`src/rtl/guard_wdt_pkg.sv`:
```
package guard_wdt_pkg;

    localparam logic [31:0] OFS_CTRL    = 32'h00;
    localparam logic [31:0] OFS_LEN     = 32'h04;
    localparam logic [31:0] OFS_KICK    = 32'h08;
    localparam logic [31:0] OFS_STAT    = 32'h0C;
    localparam logic [31:0] OFS_FORCE   = 32'h14;

    localparam logic [7:0]  CTRL_KEY    = 8'h22;
    localparam logic [4:0]  LEN_KEY     = 5'h08;
    localparam logic [31:0] KICK_MAGIC  = 32'h0000_1971;
    localparam logic [31:0] FORCE_MAGIC = 32'h0000_1209;

    localparam int LEN_LSB      = 5;
    localparam int STAT_TO_BIT  = 31;
    localparam int STAT_SW_BIT  = 30;

    typedef struct packed {
        logic dual;
        logic irq_sel;
        logic out_en;
        logic pol;
        logic en;
    } ctrl_t;

    typedef enum logic [2:0] {
        SEL_NONE,
        SEL_CTRL,
        SEL_LEN,
        SEL_KICK,
        SEL_STAT,
        SEL_FORCE
    } reg_sel_t;

    function automatic reg_sel_t decode_addr(logic [31:0] a);
        case (a)
            OFS_CTRL:  return SEL_CTRL;
            OFS_LEN:   return SEL_LEN;
            OFS_KICK:  return SEL_KICK;
            OFS_STAT:  return SEL_STAT;
            OFS_FORCE: return SEL_FORCE;
            default:   return SEL_NONE;
        endcase
    endfunction

    function automatic logic [31:0] ctrl_to_word(ctrl_t c);
        logic [31:0] w;
        w    = '0;
        w[0] = c.en;
        w[1] = c.pol;
        w[2] = c.out_en;
        w[3] = c.irq_sel;
        w[6] = c.dual;
        return w;
    endfunction

    function automatic ctrl_t word_to_ctrl(logic [31:0] w);
        ctrl_t c;
        c.en      = w[0];
        c.pol     = w[1];
        c.out_en  = w[2];
        c.irq_sel = w[3];
        c.dual    = w[6];
        return c;
    endfunction

endpackage

```
`src/rtl/guard_wdt_regs.sv`:
```
module guard_wdt_regs
    import guard_wdt_pkg::*;
#(
    parameter int ADDR_W  = 5,
    parameter int LEN_W   = 11,
    parameter int LEN_RST = 4
) (
    input  logic              clk,
    input  logic              rst,
    input  logic              bus_wr,
    input  logic [ADDR_W-1:0] bus_addr,
    input  logic [31:0]       bus_wdata,
    output logic [31:0]       bus_rdata,
    input  logic              expire_ev,
    output ctrl_t             ctrl_q,
    output logic [LEN_W-1:0]  len_q,
    output logic              kick_ev,
    output logic              force_ev,
    output logic              ctrl_wr,
    output logic              stat_to,
    output logic              stat_sw,
    output logic              irq_q
);

    reg_sel_t    sel;
    logic        len_wr;
    logic [31:0] len_word;

    always_comb begin
        sel      = decode_addr(32'(bus_addr));
        ctrl_wr  = bus_wr && (sel == SEL_CTRL) && (bus_wdata[31:24] == CTRL_KEY);
        len_wr   = bus_wr && (sel == SEL_LEN) && (bus_wdata[4:0] == LEN_KEY);
        kick_ev  = bus_wr && (sel == SEL_KICK) && (bus_wdata == KICK_MAGIC);
        force_ev = bus_wr && (sel == SEL_FORCE) && (bus_wdata == FORCE_MAGIC);
    end

    always_ff @(posedge clk) begin
        if (rst) begin
            ctrl_q  <= '0;
            len_q   <= LEN_W'(LEN_RST);
            stat_to <= 1'b0;
            stat_sw <= 1'b0;
            irq_q   <= 1'b0;
        end else begin
            if (ctrl_wr) ctrl_q <= word_to_ctrl(bus_wdata);
            if (len_wr)  len_q  <= bus_wdata[LEN_LSB +: LEN_W];

            if (expire_ev)    stat_to <= 1'b1;
            else if (ctrl_wr) stat_to <= 1'b0;

            if (force_ev)     stat_sw <= 1'b1;
            else if (ctrl_wr) stat_sw <= 1'b0;

            if (expire_ev && ctrl_q.irq_sel) irq_q <= 1'b1;
            else if (ctrl_wr)                irq_q <= 1'b0;
        end
    end

    always_comb begin
        len_word                   = '0;
        len_word[LEN_LSB +: LEN_W] = len_q;
        bus_rdata                  = '0;
        case (sel)
            SEL_CTRL: bus_rdata = ctrl_to_word(ctrl_q);
            SEL_LEN:  bus_rdata = len_word;
            SEL_STAT: begin
                bus_rdata[STAT_TO_BIT] = stat_to;
                bus_rdata[STAT_SW_BIT] = stat_sw;
            end
            default:  bus_rdata = '0;
        endcase
    end

endmodule

```
`src/rtl/guard_wdt_count.sv`:
```
module guard_wdt_count #(
    parameter int LEN_W      = 11,
    parameter int UNIT_SHIFT = 9,
    parameter int LEN_RST    = 4
) (
    input  logic             clk,
    input  logic             rst,
    input  logic             tick,
    input  logic             en,
    input  logic             reload,
    input  logic [LEN_W-1:0] len,
    output logic             expire_ev
);

    localparam int CNT_W = LEN_W + UNIT_SHIFT;
    localparam logic [CNT_W-1:0] CNT_RST = CNT_W'(LEN_RST) << UNIT_SHIFT;

    logic [CNT_W-1:0] cnt_q;
    logic             fired_q;
    logic             step;

    assign step      = en && tick && !fired_q && !reload;
    assign expire_ev = step && (cnt_q <= CNT_W'(1));

    always_ff @(posedge clk) begin
        if (rst) begin
            cnt_q   <= CNT_RST;
            fired_q <= 1'b0;
        end else if (reload) begin
            cnt_q   <= {len, {UNIT_SHIFT{1'b0}}};
            fired_q <= 1'b0;
        end else if (expire_ev) begin
            cnt_q   <= '0;
            fired_q <= 1'b1;
        end else if (step) begin
            cnt_q   <= cnt_q - CNT_W'(1);
        end
    end

endmodule

```
`src/rtl/guard_wdt_pulse.sv`:
```
module guard_wdt_pulse #(
    parameter int PULSE_LEN = 16
) (
    input  logic clk,
    input  logic rst,
    input  logic fire,
    output logic active
);

    localparam int PW = $clog2(PULSE_LEN + 1);

    logic [PW-1:0] left_q;

    always_ff @(posedge clk) begin
        if (rst)                left_q <= '0;
        else if (fire)          left_q <= PW'(PULSE_LEN);
        else if (left_q != '0)  left_q <= left_q - PW'(1);
    end

    assign active = (left_q != '0);

endmodule

```
`src/rtl/guard_wdt.sv`:
```
module guard_wdt
    import guard_wdt_pkg::*;
#(
    parameter int ADDR_W     = 5,
    parameter int LEN_W      = 11,
    parameter int UNIT_SHIFT = 9,
    parameter int LEN_RST    = 4,
    parameter int PULSE_LEN  = 16
) (
    input  logic              clk,
    input  logic              rst,
    input  logic              tick,
    input  logic              bus_wr,
    input  logic [ADDR_W-1:0] bus_addr,
    input  logic [31:0]       bus_wdata,
    output logic [31:0]       bus_rdata,
    output logic              wdt_rst_o,
    output logic              irq_o
);

    ctrl_t            ctrl_q;
    logic [LEN_W-1:0] len_q;
    logic             kick_ev;
    logic             force_ev;
    logic             ctrl_wr;
    logic             stat_to;
    logic             stat_sw;
    logic             irq_q;
    logic             expire_ev;
    logic             pulse_fire;
    logic             pulse_act;

    guard_wdt_regs #(
        .ADDR_W  (ADDR_W),
        .LEN_W   (LEN_W),
        .LEN_RST (LEN_RST)
    ) u_regs (
        .clk       (clk),
        .rst       (rst),
        .bus_wr    (bus_wr),
        .bus_addr  (bus_addr),
        .bus_wdata (bus_wdata),
        .bus_rdata (bus_rdata),
        .expire_ev (expire_ev),
        .ctrl_q    (ctrl_q),
        .len_q     (len_q),
        .kick_ev   (kick_ev),
        .force_ev  (force_ev),
        .ctrl_wr   (ctrl_wr),
        .stat_to   (stat_to),
        .stat_sw   (stat_sw),
        .irq_q     (irq_q)
    );

    guard_wdt_count #(
        .LEN_W      (LEN_W),
        .UNIT_SHIFT (UNIT_SHIFT),
        .LEN_RST    (LEN_RST)
    ) u_count (
        .clk       (clk),
        .rst       (rst),
        .tick      (tick),
        .en        (ctrl_q.en),
        .reload    (kick_ev),
        .len       (len_q),
        .expire_ev (expire_ev)
    );

    assign pulse_fire = force_ev || (expire_ev && ctrl_q.out_en && !ctrl_q.irq_sel);

    guard_wdt_pulse #(
        .PULSE_LEN (PULSE_LEN)
    ) u_pulse (
        .clk    (clk),
        .rst    (rst),
        .fire   (pulse_fire),
        .active (pulse_act)
    );

    assign wdt_rst_o = ctrl_q.pol ? pulse_act : !pulse_act;
    assign irq_o     = irq_q;

endmodule

```
`config.mk`:
```
export PLATFORM = sky130hd
export DESIGN_NAME = guard_wdt
export DESIGN_NICKNAME = d
export VERILOG_FILES = /design/src/rtl/guard_wdt_pkg.sv /design/src/rtl/guard_wdt_regs.sv /design/src/rtl/guard_wdt_count.sv /design/src/rtl/guard_wdt_pulse.sv /design/src/rtl/guard_wdt.sv
export SDC_FILE = /design/constraint.sdc
export NUM_CORES = 1
export LEC_CHECK = 0
export BUFFER_PORTS_ARGS = -buffer_cell sky130_fd_sc_hd__buf_2
export CAP_MARGIN = 15
export CORE_ASPECT_RATIO = 1.25
export CORE_MARGIN = 1.5
export CORE_UTILIZATION = 45
export CTS_BUF_LIST = sky130_fd_sc_hd__clkbuf_16
export CTS_CLUSTER_DIAMETER = 60
export CTS_CLUSTER_SIZE = 20
export DETAILED_ROUTE_END_ITERATION = 12
export GPL_TIMING_DRIVEN = 0
export PLACE_DENSITY = 0.72
export SLEW_MARGIN = 40
export SYNTH_ARGS = -nofsm -noshare
export SYNTH_HDL_FRONTEND = slang
export SYNTH_SLANG_ARGS = --single-unit
```
`constraint.sdc`:
```
create_clock -name clk -period 2 [get_ports clk]
set_input_delay 0.1 -clock clk [delete_from_list [all_inputs] [get_ports clk]]
set_output_delay 0.1 -clock clk [all_outputs]
set_load 0.03 [all_outputs]
```
* Word-level counts from Yosys, hierarchy flattened
Index checks and enable logic that the tools add are counted.
** Word-level totals
- Word-level logic and storage cells :: 73
- Input port bits :: 41
- Register bits :: 45
** Cells by class
- $lt $le $gt $ge :: 1
- Equality and inequality tests :: 13
- $add $sub $neg :: 2
- Reductions and logical operators :: 30
- Multiplexer cells :: 13
** Operators by type and width (number)
- == test 32 x 13 -> 1 bit, second input constant :: 2
- two-way mux 20 bit :: 3
- case mux 16 bit (2 select lines) :: 1
- less-or-equal comparator 20 x 1 -> 1 bit, second input constant :: 1
- subtractor 20 x 1 -> 20 bit, second input constant :: 1
- == test 5 x 4 -> 1 bit, second input constant :: 3
- logical AND 1 bit :: 15
- case mux 3 bit (5 select lines) :: 1
- two-way mux 5 bit :: 2
- == test 8 x 6 -> 1 bit, second input constant :: 1
- nonzero test 2 bit :: 4
- == test 3 x 2 -> 1 bit, second input constant :: 2
- == test 3 bit, second input constant :: 2
- == test 5 x 3 -> 1 bit, second input constant :: 1
- == test 5 bit, second input constant :: 1
- logical NOT 5 bit :: 1
- two-way mux 1 bit :: 5
- nonzero test 5 bit :: 1
- subtractor 5 x 1 -> 5 bit, second input constant :: 1
- logical NOT 1 bit :: 4
- OR reduction 2 bit :: 2
- == test 3 x 1 -> 1 bit, second input constant :: 1
- nonzero test 3 bit :: 1
- OR reduction 3 bit :: 1
- 2 further kinds :: 2

* Longest topological paths before layout
- Depth in word-level cells :: 12
- Depth in mapped cells :: 7
- Mapped depth without buffers :: 7

* Modules after synthesis
Synthesis repeated with hierarchy kept, for this count alone.
** Second synthesis, totals
- Cell total of the unflattened synthesis :: 317
- Area total of the unflattened synthesis :: 2687.6 um^2
** Modules (own cells, without submodules)
- guard_wdt_count :: area each 1260.0 um^2, cells an instance 150, instances 1
- guard_wdt_regs :: area each 1184.9 um^2, cells an instance 140, instances 1
- guard_wdt_pulse :: area each 222.7 um^2, cells an instance 24, instances 1
- guard_wdt :: area each 20.0 um^2, cells an instance 3, instances 1

* Worst setup path before layout
Ideal clock, no wire load.
- Kind :: register -> register
- Start :: register u_count.cnt_q[15]
- End :: register u_count.cnt_q[17]
- Stages on the path, launching flop included :: 7
- Arrival time :: 1726 ps
- Setup time :: 133 ps
- Period minus slack after synthesis :: 1858 ps
- Path buffers :: 1
- Setup slack :: 142 ps
- Cell sequence :: dfxtp_1 -> or3_4 -> or2_4 -> o41a_1 -> buf_6 -> o211ai_1 -> a31oi_1
** On the way
- Cells in the longest elaborated chain, start to end :: 4
** Ends and longest elaborated chain
- start: declaration :: line guard_wdt_count.sv:18 : logic [CNT_W-1:0] cnt_q;
- start signal: assignment :: line guard_wdt_count.sv:30 : cnt_q <= {len, {UNIT_SHIFT{1'b0}}};
- start signal: assignment :: line guard_wdt_count.sv:36 : cnt_q <= cnt_q - CNT_W'(1);
- subtractor 20 x 1 -> 20 bit / less-or-equal comparator 20 x 1 -> 1 bit (equally long branches) :: line guard_wdt_count.sv:36, guard_wdt_count.sv:23
- two-way mux 20 bit / logical AND 1 bit (equally long branches) :: line guard_wdt_count.sv:35, guard_wdt_count.sv:23
- two-way mux 20 bit :: line guard_wdt_count.sv:32 : end else if (expire_ev) begin
- two-way mux 20 bit :: line guard_wdt_count.sv:29 : end else if (reload) begin
Parallel ways exist; a longest one is shown, timed or not. The select of a mux whose other input is x is not followed.
A chain may end at the register's enable or synchronous reset.

* Final worst setup path
- Start :: register u_count.cnt_q[15]
- End :: register u_pulse.left_q[0]
** On the way
- Cells in the longest elaborated chain, start to end :: 6
** Ends and longest elaborated chain
- less-or-equal comparator 20 x 1 -> 1 bit :: line guard_wdt_count.sv:23 : assign expire_ev = step && (cnt_q <= CNT_W'(1));
- logical AND 1 bit :: line guard_wdt_count.sv:23
- logical AND 1 bit (2 in a row) :: line guard_wdt.sv:69 : assign pulse_fire = force_ev || (expire_ev && ctrl_q.out_en && !ctrl_q.irq_sel);
- logical OR 1 bit :: line guard_wdt.sv:69
- OR reduction 2 bit (no source line)
- end signal: assignment :: line guard_wdt_pulse.sv:16 : else if (fire) left_q <= PW'(PULSE_LEN);
- end signal: assignment :: line guard_wdt_pulse.sv:17 : else if (left_q != '0) left_q <= left_q - PW'(1);
- end: declaration :: line guard_wdt_pulse.sv:12 : logic [PW-1:0] left_q;
Every way passes these cells.

==> impl_metrics.prom <==
# TYPE chip_impl_metric gauge
chip_impl_metric{name="max_slew_violation_count",unit=""} 0
chip_impl_metric{name="clock_tree.htree_level_count",unit=""} 2
chip_impl_metric{name="maxClockFrequency",unit="MHz"} 523
chip_impl_metric{name="dieHeight",unit="µm"} 91.1
chip_impl_metric{name="ant_nets",unit=""} 0
chip_impl_metric{name="critPathArrivalTime",unit="ns"} 2.06
chip_impl_metric{name="syn_inst",unit=""} 331
chip_impl_metric{name="cts.path.max_buffers",unit=""} 2
chip_impl_info{name="outcome",value="finished, final reports clean"} 1
chip_impl_metric{name="finalClockSkew",unit="ns"} 0.00826
chip_impl_metric{name="switching_share",unit="%"} 27.4
chip_impl_metric{name="seq_area_frac_synth",unit="%"} 32.3
chip_impl_info{name="cp-startpoint",value="u_count.cnt_q[15]"} 1
chip_impl_metric{name="share_of_power_burned_in_registers",unit="%"} 38.2
chip_impl_metric{name="cts_hold_buf",unit=""} 0
chip_impl_metric{name="dp.final_hpwl",unit="µm"} 5460
chip_impl_metric{name="powerDensity",unit="nW/µm²"} 753
chip_impl_metric{name="final_design_area_no_fill",unit="µm²"} 3480
chip_impl_metric{name="grt_max_degree",unit=""} 15
chip_impl_info{name="ys_dominant_reg_cell",value="sky130_fd_sc_hd__dfxtp_1"} 1
chip_impl_metric{name="core_area",unit="µm²"} 5900
chip_impl_metric{name="drt-vias-per-instance",unit=""} 5.49
chip_impl_info{name="worstSetupPathType",value="flip-flop to flip-flop"} 1
chip_impl_metric{name="io_buffer_count",unit=""} 58
chip_impl_metric{name="worst_slew_pin_slew",unit="ns"} 0.636
chip_impl_metric{name="p_switching",unit="W"} 0.000718
chip_impl_metric{name="synth.ff_latch_count",unit=""} 45
chip_impl_metric{name="grt_pass1_vias",unit=""} 2583
chip_impl_metric{name="antenna_cells",unit=""} 0
chip_impl_metric{name="synth-edff-count",unit=""} 0
chip_impl_metric{name="crit_share_post_route",unit="%"} 95.5
chip_impl_metric{name="setup_viol",unit=""} 0
chip_impl_metric{name="routed_wire_length_per_instance",unit="µm"} 14.7
chip_impl_info{name="worst_path_dominant_cell_family",value="simple AND/OR/NAND/NOR gates"} 1
chip_impl_info{name="setup_repair_after_global_routing_missed_its_margin",value="no"} 1
chip_impl_metric{name="layout.nets",unit=""} 458
chip_impl_metric{name="worst-endpoint-required",unit="ns"} 2.15
chip_impl_metric{name="cts_buffers",unit=""} 5
chip_impl_metric{name="post_synth_num_cell_types",unit=""} 59
chip_impl_info{name="crit_path_cell_trace",value="or3_4, or2_4, nor4_4, and4_4, nor4_1"} 1
chip_impl_metric{name="power_leakage",unit="nW"} 1.48
chip_impl_metric{name="fp.dieArea",unit="µm²"} 6690
chip_impl_metric{name="row_count",unit=""} 31
chip_impl_metric{name="synth_async_sr_flop_share",unit="%"} 0
chip_impl_metric{name="fin_crit",unit="ns"} 1.91
chip_impl_info{name="cts_tree",value="done"} 1
chip_impl_metric{name="area.growth.synth_to_final",unit="%"} 24.7
chip_impl_metric{name="cap_viol_max_count",unit=""} 0
chip_impl_metric{name="internal_power",unit="W"} 0.00190
chip_impl_info{name="critical-path-slowest-cell",value="sky130_fd_sc_hd__or3_4"} 1
chip_impl_metric{name="place_congestion",unit=""} 0.823
chip_impl_metric{name="global_route.usage.total",unit="%"} 23.3
chip_impl_metric{name="pre_repair_dr_iteration_count",unit=""} 4
chip_impl_metric{name="instances_no_fill",unit=""} 496
chip_impl_metric{name="synth_warnings",unit=""} 0
chip_impl_metric{name="critical_path.max_fanout",unit=""} 7
chip_impl_metric{name="chipWidth",unit="µm"} 73.4
chip_impl_metric{name="share_comb_of_total_power",unit="%"} 20.8
chip_impl_metric{name="grt_pass1_wl",unit="µm"} 12400
chip_impl_metric{name="cp.buffers_inverters",unit=""} 0
chip_impl_metric{name="fraction_of_power_consumed_by_the_clock_network",unit="%"} 41.1
chip_impl_metric{name="globalRoute.totalOverflow",unit=""} 0
chip_impl_metric{name="dp_cells",unit=""} 485
chip_impl_metric{name="antenna_violations_before_repair",unit=""} 0
chip_impl_info{name="crit_path_start_kind",value="flip-flop"} 1
chip_impl_info{name="root_buffer_master",value="sky130_fd_sc_hd__clkbuf_16"} 1
chip_impl_info{name="timing.rr.start",value="u_count.cnt_q[15]"} 1
chip_impl_metric{name="slowest_delay",unit="ns"} 0.40
chip_impl_metric{name="clock_latency",unit="ns"} 0.29
chip_impl_metric{name="via_count",unit=""} 2724
chip_impl_metric{name="postRouteWirelength",unit="µm"} 7280
chip_impl_info{name="hold_path_startpoint",value="bus_wdata[13]"} 1
chip_impl_metric{name="initialDrtViolationCount",unit=""} 158
chip_impl_info{name="timing.hold.worst.class",value="input port to flip-flop"} 1
chip_impl_metric{name="total_power",unit="W"} 0.00262
chip_impl_metric{name="drcViolationCount",unit=""} 0
chip_impl_metric{name="timing.max_slew.rel_slack",unit="%"} 57.2
chip_impl_metric{name="worst_setup_hold_path_clk_slew",unit="ns"} 0.07
chip_impl_info{name="worst_setup_end_kind",value="flip-flop"} 1
chip_impl_metric{name="clock_sink_count",unit=""} 45
chip_impl_metric{name="dpl-instance-area",unit="µm²"} 3240
chip_impl_metric{name="initial_standard_cell_utilization_of_the_core",unit="%"} 47.3
chip_impl_metric{name="layout-drive-gt1-share",unit="%"} 29.2
chip_impl_metric{name="num_io_pins",unit=""} 75
chip_impl_metric{name="ir_drop",unit="mV"} 0.461
chip_impl_metric{name="synth_area",unit="µm²"} 2790
chip_impl_metric{name="syn_area_per_cell",unit="µm²"} 8.43
chip_impl_metric{name="finalHoldViolCount",unit=""} 0
chip_impl_metric{name="n_fill_cell",unit=""} 588
==> layout make-up <==
cell class / instances / area [µm²] / area share (%)
multi-input cells: 261 / 1740 / 49.9
flip-flops and latches: 45 / 902 / 25.9
repair buffers: 62 / 320 / 9.20
plain buffers: 32 / 208 / 5.97
clock buffers: 5 / 125 / 3.59
well taps: 82 / 103 / 2.95
clock inverters: 3 / 65.1 / 1.87
inverters: 6 / 22.5 / 0.647
==> flip-flops by register name, summed over array words and instances (netlist names) <==
| signal | count |
|---|---|
| u_count.fired_q | 1 |
| u_count.cnt_q | 20 |
| u_regs.stat_to | 1 |
| u_regs.stat_sw | 1 |
| u_regs.irq_q | 1 |
| u_pulse.left_q | 5 |
| u_regs.len_q | 11 |
| u_regs.ctrl_q | 5 |
==> path summary, 6_finish.rpt <==
check                      end  slack [ns]  depth (start not counted)
min reg2reg    u_regs.len_q[9]        0.47                          2
min            u_regs.len_q[8]        0.08                          3
max reg2reg  u_pulse.left_q[0]        0.09                          5
max          u_pulse.left_q[0]        0.09                          5
==> power groups by stage <==
stage	sequential [W]	clock, W	combinational (W)
2_1_floorplan	0.00100	0	0.000396
3_3_place_gp	0.00101	0	0.000507
3_5_place_dp	0.00101	0	0.000521
4_1_cts	0.000991	0.00108	0.000524
5_1_grt	0.00101	0.00112	0.000604
6_report	0.00100	0.00108	0.000544
==> worst register-to-register path, cell delays in order (launching register included) <==
cell	delay, ns
sky130_fd_sc_hd__dfxtp_2	0.35
sky130_fd_sc_hd__or3_4	0.40
sky130_fd_sc_hd__or2_4	0.26
sky130_fd_sc_hd__nor4_4	0.37
sky130_fd_sc_hd__and4_4	0.32
sky130_fd_sc_hd__nor4_1	0.06
==> metrics by stage <==
stage	utilization (%)	hold slack, ns	worst slack, ns	setup TNS, ns
4_1_cts	58.4	0.0782	0.0244	0
2_1_floorplan	-	0.244	0.142	0
3_5_place_dp	54.9	0.371	-0.0905	-0.461
5_1_grt	59.0	0.0853	0.00937	0
3_3_place_gp	54.9	0.361	-0.0823	-0.477
6_report	59.0	0.0763	0.0896	0
==> layout by cell type (no fill, tap or decap), drive strengths merged, types with 5 or more instances in the layout <==
master / instances
nor2: 21
nand3: 36
o211ai: 5
nor4: 14
conb: 15
o31a: 5
nand4: 7
or4: 9
xnor2: 7
or3: 5
clkbuf: 13
a31oi: 11
inv: 6
dfxtp: 45
nor3: 8
and2: 14
a21oi: 22
nand2: 29
buf: 86
mux2i: 5
==> synthesized netlist by cell type, types with 4 or more instances <==
master	n	area (µm²)
sky130_fd_sc_hd__xnor2_1	7	61.3
sky130_fd_sc_hd__nand4_1	5	31.3
sky130_fd_sc_hd__nor3_1	7	35.0
sky130_fd_sc_hd__a21oi_1	22	110
sky130_fd_sc_hd__nor2_1	21	78.8
sky130_fd_sc_hd__nand2_1	29	109
sky130_fd_sc_hd__dfxtp_1	45	901
sky130_fd_sc_hd__nand3_1	35	175
sky130_fd_sc_hd__o211ai_1	5	37.5
sky130_fd_sc_hd__and2_1	14	87.6
sky130_fd_sc_hd__mux2i_1	5	50.1
sky130_fd_sc_hd__clkbuf_1	9	33.8
sky130_fd_sc_hd__nor4_1	8	50.1
sky130_fd_sc_hd__inv_1	6	22.5
sky130_fd_sc_hd__xor2_1	4	35.0
sky130_fd_sc_hd__ha_1	4	50.1
sky130_fd_sc_hd__a31oi_1	11	68.8
sky130_fd_sc_hd__or4_1	9	67.6
sky130_fd_sc_hd__o31ai_1	4	30.0
sky130_fd_sc_hd__buf_2	4	20.0
sky130_fd_sc_hd__buf_4	16	120
==> cell families after synthesis <==
family                     after synthesis  synth area share [%]
DFF                                     45                  32.3
and+or+nand+nor                        168                  38.4
xor gates and xnor gates                11                  3.45
other                                    1                 0.134
muxes                                    5                  1.79
buffers and inverters                   39                  8.47
AOI/OAI and AO/OA                       58                  13.7
adders and majority gates                4                  1.79
==> metal layers <==
metal / track usage (%) / routed length, µm
met1: 30.3 / 3230
met2: 38.5 / 3610
met3: 3.66 / 276
met4: 7.87 / 160
met5: 0 / 0
==> repair_timing <==
item                                    4_1_cts  5_1_grt
gates resized for setup                       2        8
gates cloned                                  0        0
endpoints found under the setup margin        8       39
pin swaps                                     1        5
buffers inserted                              1        3
No activity file was read; power rests on OpenSTA's default activity.
